<file path="config.mk">
export PLATFORM = sky130hd
export DESIGN_NAME = bwz_monitor
export DESIGN_NICKNAME = d
export VERILOG_FILES = /design/src/rtl/bwz_pkg.sv /design/src/rtl/bwz_window.sv /design/src/rtl/bwz_zones.sv /design/src/rtl/bwz_regs.sv /design/src/rtl/bwz_monitor.sv
export SDC_FILE = /design/constraint.sdc
export NUM_CORES = 1
export LEC_CHECK = 0
export BUFFER_PORTS_ARGS = -buffer_cell sky130_fd_sc_hd__clkbuf_2
export CORE_MARGIN = 2
export CORE_UTILIZATION = 45
export CTS_BUF_LIST = sky130_fd_sc_hd__clkbuf_8
export DETAILED_ROUTE_END_ITERATION = 12
export GPL_TIMING_DRIVEN = 1
export PLACE_DENSITY = 0.63
export SETUP_SLACK_MARGIN = 0.15
export SLEW_MARGIN = 20
export SYNTH_ARGS = -nofsm -noshare
export SYNTH_HDL_FRONTEND = slang
export SYNTH_SLANG_ARGS = --single-unit
</file>
<file path="constraint.sdc">
create_clock -name clk -period 3.88 [get_ports clk]
set_clock_uncertainty 0.1 [all_clocks]
set_input_delay 0.194 -clock clk [delete_from_list [all_inputs] [get_ports clk]]
set_output_delay 0.194 -clock clk [all_outputs]
set_load 0.1 [all_outputs]
</file>
<file path="src/rtl/bwz_pkg.sv">
package bwz_pkg;
  localparam int NZ = 4;
  localparam int AW = 4;
  localparam logic [AW-1:0] RA_CTRL   = 4'd0;
  localparam logic [AW-1:0] RA_FLUSH  = 4'd1;
  localparam logic [AW-1:0] RA_WIN    = 4'd2;
  localparam logic [AW-1:0] RA_LO     = 4'd3;
  localparam logic [AW-1:0] RA_MID    = 4'd4;
  localparam logic [AW-1:0] RA_HI     = 4'd5;
  localparam logic [AW-1:0] RA_RULES  = 4'd6;
  localparam logic [AW-1:0] RA_REPEAT = 4'd7;
  localparam logic [AW-1:0] RA_ZSTAT  = 4'd8;
  localparam logic [AW-1:0] RA_ZACK   = 4'd9;
  localparam logic [AW-1:0] RA_ZEN    = 4'd10;
  localparam logic [AW-1:0] RA_GACK   = 4'd11;
  localparam logic [AW-1:0] RA_PEAK0  = 4'd12;
  localparam logic [7:0]    RPT_OFF   = 8'hFF;
endpackage

</file>
<file path="src/rtl/bwz_window.sv">
module bwz_window #(
  parameter int WIN_W      = 24,
  parameter int BYTE_W     = 8,
  parameter int CNT_W      = 12,
  parameter int UNIT_SHIFT = 4
) (
  input  logic              clk,
  input  logic              rst_n,
  input  logic              run,
  input  logic              clr,
  input  logic [WIN_W-1:0]  win,
  input  logic              in_valid,
  input  logic [BYTE_W-1:0] in_bytes,
  output logic              pend,
  output logic [CNT_W-1:0]  snap
);
  localparam int ACC_W = CNT_W + UNIT_SHIFT;
  localparam int SUM_W = ACC_W + 1;

  logic [WIN_W-1:0] tick;
  logic [ACC_W-1:0] acc, acc_in;
  logic [SUM_W-1:0] sum;
  logic             expire;

  always_comb begin
    sum    = {1'b0, acc} + SUM_W'(in_bytes);
    acc_in = !in_valid ? acc : (sum[ACC_W] ? '1 : sum[ACC_W-1:0]);
    expire = ({1'b0, tick} + 1'b1) >= {1'b0, win};
  end

  always_ff @(posedge clk or negedge rst_n) begin
    if (!rst_n) begin
      tick <= '0;
      acc  <= '0;
      pend <= 1'b0;
      snap <= '0;
    end else if (clr) begin
      tick <= '0;
      acc  <= '0;
      pend <= 1'b0;
    end else if (run) begin
      if (expire) begin
        tick <= '0;
        acc  <= '0;
        pend <= 1'b1;
        snap <= acc_in[ACC_W-1:UNIT_SHIFT];
      end else begin
        tick <= tick + 1'b1;
        acc  <= acc_in;
        pend <= 1'b0;
      end
    end else begin
      pend <= 1'b0;
    end
  end
endmodule

</file>
<file path="src/rtl/bwz_zones.sv">
module bwz_zones
  import bwz_pkg::*;
#(
  parameter int CNT_W = 12
) (
  input  logic                clk,
  input  logic                rst_n,
  input  logic                pend,
  input  logic [CNT_W-1:0]    snap,
  input  logic                clr_run,
  input  logic                clr_all,
  input  logic [CNT_W-1:0]    lo,
  input  logic [CNT_W-1:0]    mid,
  input  logic [CNT_W-1:0]    hi,
  input  logic [31:0]         rules,
  input  logic [31:0]         rpt,
  input  logic [NZ-1:0]       zack,
  output logic [NZ-1:0]       zst,
  output logic [NZ*CNT_W-1:0] peak_flat
);
  logic          clr_any, upd;
  logic [1:0]    zsel;
  logic [7:0]    act;
  logic [NZ-1:0] fire;

  assign clr_any = clr_run | clr_all;
  assign upd     = pend & ~clr_any;

  always_comb begin
    if (snap > hi)       zsel = 2'd3;
    else if (snap > mid) zsel = 2'd2;
    else if (snap > lo)  zsel = 2'd1;
    else                 zsel = 2'd0;
    act = rules[{zsel, 3'b000} +: 8];
  end

  for (genvar t = 0; t < NZ; t++) begin : g_zone
    logic [7:0]       hit, hit_inc, rpt_t;
    logic [CNT_W-1:0] pk;
    logic             st, do_clr, do_inc;

    assign do_clr  = act[2*t];
    assign do_inc  = act[2*t+1];
    assign rpt_t   = rpt[8*t +: 8];
    // hit counters saturate rather than wrap
    assign hit_inc = (hit == 8'hFF) ? hit : hit + 8'd1;
    assign fire[t] = upd & ~do_clr & do_inc & (rpt_t != RPT_OFF) & (hit_inc >= rpt_t);
    assign zst[t]  = st;
    assign peak_flat[t*CNT_W +: CNT_W] = pk;

    always_ff @(posedge clk or negedge rst_n) begin
      if (!rst_n) begin
        hit <= '0;
        pk  <= '0;
        st  <= 1'b0;
      end else begin
        if (clr_any)              hit <= '0;
        else if (upd && do_clr)   hit <= '0;
        else if (upd && do_inc)   hit <= hit_inc;

        if (clr_all)                                  pk <= '0;
        else if (upd && zsel == 2'(t) && snap > pk)   pk <= snap;

        st <= fire[t] | (st & ~zack[t]);
      end
    end
  end
endmodule

</file>
<file path="src/rtl/bwz_regs.sv">
module bwz_regs
  import bwz_pkg::*;
#(
  parameter int WIN_W     = 24,
  parameter int CNT_W     = 12,
  parameter bit LEVEL_CLR = 1'b0
) (
  input  logic                clk,
  input  logic                rst_n,
  input  logic                we,
  input  logic [AW-1:0]       addr,
  input  logic [31:0]         wdata,
  input  logic [NZ-1:0]       zst,
  input  logic                gst,
  input  logic [NZ*CNT_W-1:0] peak_flat,
  output logic [31:0]         rdata,
  output logic                run,
  output logic                gie,
  output logic [WIN_W-1:0]    win,
  output logic [CNT_W-1:0]    lo,
  output logic [CNT_W-1:0]    mid,
  output logic [CNT_W-1:0]    hi,
  output logic [31:0]         rules,
  output logic [31:0]         rpt,
  output logic [NZ-1:0]       zen,
  output logic                clr_run,
  output logic                clr_all,
  output logic [NZ-1:0]       zack,
  output logic                gack
);
  logic [15:0] sel;
  logic [1:0]  flush_rd;

  assign sel  = we ? (16'd1 << addr) : 16'd0;
  assign zack = sel[RA_ZACK] ? wdata[NZ-1:0] : '0;
  assign gack = sel[RA_GACK] & wdata[0];

  always_ff @(posedge clk or negedge rst_n) begin
    if (!rst_n) begin
      run <= 1'b0; gie <= 1'b0; win <= '0;
      lo <= '0; mid <= '0; hi <= '0;
      rules <= '0; rpt <= '0; zen <= '0;
    end else begin
      if (sel[RA_CTRL])   {gie, run} <= wdata[1:0];
      if (sel[RA_WIN])    win   <= wdata[WIN_W-1:0];
      if (sel[RA_LO])     lo    <= wdata[CNT_W-1:0];
      if (sel[RA_MID])    mid   <= wdata[CNT_W-1:0];
      if (sel[RA_HI])     hi    <= wdata[CNT_W-1:0];
      if (sel[RA_RULES])  rules <= wdata;
      if (sel[RA_REPEAT]) rpt   <= wdata;
      if (sel[RA_ZEN])    zen   <= wdata[NZ-1:0];
    end
  end

  if (LEVEL_CLR) begin : g_level
    logic [1:0] flush_q;
    always_ff @(posedge clk or negedge rst_n) begin
      if (!rst_n)              flush_q <= '0;
      else if (sel[RA_FLUSH])  flush_q <= wdata[1:0];
    end
    assign {clr_all, clr_run} = flush_q;
    assign flush_rd = flush_q;
  end else begin : g_pulse
    assign {clr_all, clr_run} = sel[RA_FLUSH] ? wdata[1:0] : 2'b00;
    assign flush_rd = 2'b00;
  end

  always_comb begin
    rdata = '0;
    case (addr)
      RA_CTRL:   rdata = {30'd0, gie, run};
      RA_FLUSH:  rdata = {30'd0, flush_rd};
      RA_WIN:    rdata = 32'(win);
      RA_LO:     rdata = 32'(lo);
      RA_MID:    rdata = 32'(mid);
      RA_HI:     rdata = 32'(hi);
      RA_RULES:  rdata = rules;
      RA_REPEAT: rdata = rpt;
      RA_ZSTAT:  rdata = 32'({gst, zst});
      RA_ZEN:    rdata = 32'(zen);
      default: begin
        for (int i = 0; i < NZ; i++)
          if (addr == RA_PEAK0 + AW'(i)) rdata = 32'(peak_flat[i*CNT_W +: CNT_W]);
      end
    endcase
  end
endmodule

</file>
<file path="src/rtl/bwz_monitor.sv">
module bwz_monitor
  import bwz_pkg::*;
#(
  parameter int WIN_W      = 24,
  parameter int BYTE_W     = 8,
  parameter int CNT_W      = 12,
  parameter int UNIT_SHIFT = 4,
  parameter bit LEVEL_CLR  = 1'b0
) (
  input  logic              clk,
  input  logic              rst_n,
  input  logic              cnt_valid,
  output logic              cnt_ready,
  input  logic [BYTE_W-1:0] cnt_bytes,
  input  logic              reg_we,
  input  logic [3:0]        reg_addr,
  input  logic [31:0]       reg_wdata,
  output logic [31:0]       reg_rdata,
  output logic              irq
);
  logic                run, gie, clr_run, clr_all, clr_any, gack, pend, gst;
  logic [WIN_W-1:0]    win;
  logic [CNT_W-1:0]    lo, mid, hi, snap;
  logic [31:0]         rules, rpt;
  logic [NZ-1:0]       zen, zack, zst;
  logic [NZ*CNT_W-1:0] peak_flat;

  assign cnt_ready = 1'b1;
  assign clr_any   = clr_run | clr_all;

  bwz_regs #(.WIN_W(WIN_W), .CNT_W(CNT_W), .LEVEL_CLR(LEVEL_CLR)) u_regs (
    .clk(clk), .rst_n(rst_n), .we(reg_we), .addr(reg_addr), .wdata(reg_wdata),
    .zst(zst), .gst(gst), .peak_flat(peak_flat), .rdata(reg_rdata),
    .run(run), .gie(gie), .win(win), .lo(lo), .mid(mid), .hi(hi),
    .rules(rules), .rpt(rpt), .zen(zen), .clr_run(clr_run), .clr_all(clr_all),
    .zack(zack), .gack(gack));

  bwz_window #(.WIN_W(WIN_W), .BYTE_W(BYTE_W), .CNT_W(CNT_W), .UNIT_SHIFT(UNIT_SHIFT)) u_win (
    .clk(clk), .rst_n(rst_n), .run(run), .clr(clr_any), .win(win),
    .in_valid(cnt_valid), .in_bytes(cnt_bytes), .pend(pend), .snap(snap));

  bwz_zones #(.CNT_W(CNT_W)) u_zones (
    .clk(clk), .rst_n(rst_n), .pend(pend), .snap(snap), .clr_run(clr_run),
    .clr_all(clr_all), .lo(lo), .mid(mid), .hi(hi), .rules(rules), .rpt(rpt),
    .zack(zack), .zst(zst), .peak_flat(peak_flat));

  // global latch: a status bit being acknowledged this cycle cannot set it
  always_ff @(posedge clk or negedge rst_n) begin
    if (!rst_n)    gst <= 1'b0;
    else if (gack) gst <= 1'b0;
    else if (|(zst & zen & ~zack)) gst <= 1'b1;
  end

  assign irq = gie & gst;
endmodule

</file>
==> qor.yml <==
run_status: "finished with violations"
violations: "negative setup slack"
cts-htree-levels: 2
io_pins: 82
fmax_ghz: 0.2493
irDropWorstVdd_v: 0.0002609
slew_headroom_pct: 42.22
synth_nets: 2023
internal-power_w: 0.006283
finalWirelength_um: 51670
ys_async_sr_fraction_pct: 100.0
dp_cells: 2440
pwr-share-comb_pct: 33.8
ys_seq_area_share_pct: 38.55
clockPowerShare_pct: 28.4
synth_edf_count: 0
seqPwrFrac_pct: 37.7
die-width_um: 200.6
setup-violations-final: 50
path_clk_slew_ps: 60
dieArea_um2: 40240
grt_pass1_wl_um: 80810
firstDrtPassIters: 7
synth-compound-area-share_pct: 15.75
synthAdderAreaFrac_pct: 11.12
grt_start_max_net_pins: 103
die_h_um: 200.6
synth_area_per_cell_um2: 9.553
worst_pin_slew_ps: 866.7
synthCells: 1821
endpoint_kind: "flip-flop"
arrival_ps: 4380
drive_gt1_share_pct: 22.10
synth_area_leader_cell: "dfrtp_1"
wire_per_inst_um: 20.04
ys_types: 74
synth-simple-area-share_pct: 13.87
track_usage_pct: 25.45
start_util_pct: 45.33
antenna_left: 0
pre_cts_ws_ps: -123.2
r2r_cells: 17
ys.flop_type: "dfrtp_1"
antenna_found_initial: 1
setup_slack_ps: -131.0
cts_root_buffer: "clkbuf_8"
pwr_density_cell_nw_per_um2: 476.5
rows: 72
start_kind: "flip-flop"
yosys_register_bits: 268
min_path_type: "primary input to flip-flop"
rsz0062_at_grt: "true"
synth-xor-area-share_pct: 2.064
power.switching_w: 0.003684
cts_sinks: 268
insertion_delay_ps: 620
required_ps: 4250
finalWeightedCongestion: 0.9290
hold_viol: 0
ys_warn_count: 0
cellLeakagePower_nw: 10.39
syn_to_final_growth_pct: 20.25
drc: 0
dp_hpwl_um: 37610
core_area_um2: 38380
grt-ovfl-total: 0
synth_common_cells: "dfrtp_1 (268), inv_1 (167), ha_1 (153)"
final_max_slew_viol_count: 0
nNetsFinal: 2221
crit_fanout: 5
max_cap_violations: 0
switching_share_pct: 36.96
io_buffers: 80
synth_area_um2: 17400
yosysMostFrequentCell: "dfrtp_1"
muxShareOfSynthArea_pct: 12.95
drtIter0Drc: 1281
fin_crit_ps: 4011
min_period_over_period_pct: 103.4
synth_area_leaders: "dfrtp_1 (39%), ha_1 (11%), mux2_2 (7.3%)"
cts.path.max_buffers: 3
cts_made_buffers: 49
vias: 14790
avgViaCountPerCell: 5.739
final_cells: 2578
worstSetupPathType: "flip-flop to flip-flop"
synth_top_area_share_pct: 38.55
grt_pass1_vias: 14470
cts_tree: "built"
hold_path_depth: 4
synth_top_family_by_area: "compound AO/OA/AOI/OAI gates"
[worst paths after layout]
path                                from                      end  slack (ps)
max                        u_win.tick[1]            u_win.snap[0]        -130
min                          reg_addr[1]     u_zones.g_zone[0].st         120
max reg2reg                u_win.tick[1]            u_win.snap[0]        -130
min reg2reg                u_regs.win[5]            u_regs.win[5]         410
max in group asynchronous          rst_n  u_zones.g_zone[2].pk[8]        2540
min in group asynchronous          rst_n            u_win.acc[13]         160
[power by group through the flow]
stage	combinational, W	clock (W)	sequential [W]
final	0.00337	0.00283	0.00376
after global routing	0.00372	0.00302	0.00381
after CTS	0.00331	0.00289	0.00373
after detailed placement	0.00323	0	0.00377
after global placement	0.00313	0	0.00376
after floorplan	0.00228	0	0.00361
[state kept, by name, indices dropped and copies added (netlist names), 12 cells and up]
signal	flops
u_regs.win	24
u_zones.g_zone.hit	32
u_regs.rpt	32
u_win.acc	16
u_regs.mid	12
u_zones.g_zone.pk	48
u_regs.rules	32
u_win.tick	24
u_win.snap	12
u_regs.lo	12
u_regs.hi	12
[cell usage in the layout (no fill, tap or decap), types with 71 or more instances in the layout]
master / instances
dfrtp_1: 268
inv_1: 186
ha_1: 152
nor2_1: 134
nand2_1: 125
mux2_2: 109
buf_4: 99
o21ai_0: 95
a21oi_1: 84
mux2i_1: 71
[kinds of logic (layout without fill, tap and decap cells)]
logic type,Yosys count,count (layout)
and+or+nand+nor,501,501
AOI/OAI and AO/OA,415,416
DFF,268,268
buffers and inverters,245,482
muxes,196,196
adders and majority gates,154,154
xor gates and xnor gates,41,41
other,1,2
[stage by stage]
| stage | instance area (um^2) | power [W] | hold slack [ps] | TNS, ps | utilization [%] |
|---|---|---|---|---|---|
| after detailed placement | 19240 | 0.007004 | 222.9 | -2887 | 50.13 |
| after global routing | 20920 | 0.01054 | 136.4 | -13220 | 54.51 |
| after global placement | 19240 | 0.006887 | 220.5 | -229.2 | 50.13 |
| after CTS | 20760 | 0.009932 | 62.19 | -213.8 | 54.09 |
| final | 20920 | 0.009967 | 119.1 | -3645 | 54.51 |
| after floorplan | 17460 | 0.005881 | -201.6 | 0 | - |
[layout make-up]
class                   instances  area (um^2)
flip-flops and latches        268         6706
inverters                     168        638.1
clock inverters                30        183.9
clock buffers                  61        839.6
multi-input cells            1309         9960
diodes                          1        2.502
repair buffers                223         1941
well taps                     518        648.1
fillers                      3489        17460
[critical path, stage by stage, from the launching register on]
cell and delay (ps):
dfrtp_1 360, ha_2 180, and3_4 170, nand4_1 150, buf_4 190, nor4_4 300
xnor2_1 120, ha_1 300, nand4_1 140, or4_4 510, or4_4 430, o211ai_2 110
a221oi_4 100, buf_4 170, o31ai_4 70, nand2_4 110, inv_6 90, mux2_4 290
[repair_timing]
action	4_1_cts	5_1_grt
endpoints found under the setup margin	53	56
hold endpoints to repair	231	0
gates resized for setup	27	25
pin swaps	13	14
hold buffers	36	0
buffers inserted	3	6
cloned	0	1
[routing by layer]
layer / up-vias / global-route usage [%] / wire (um)
li1: 6931 / - / -
met1: 7226 / 36.27 / 23270
met2: 521 / 39.05 / 22970
met3: 116 / 3.945 / 3554
met4: 0 / 9.815 / 1875
met5: - / 0 / 0
Note: power is estimated with default switching activity, not from simulation.
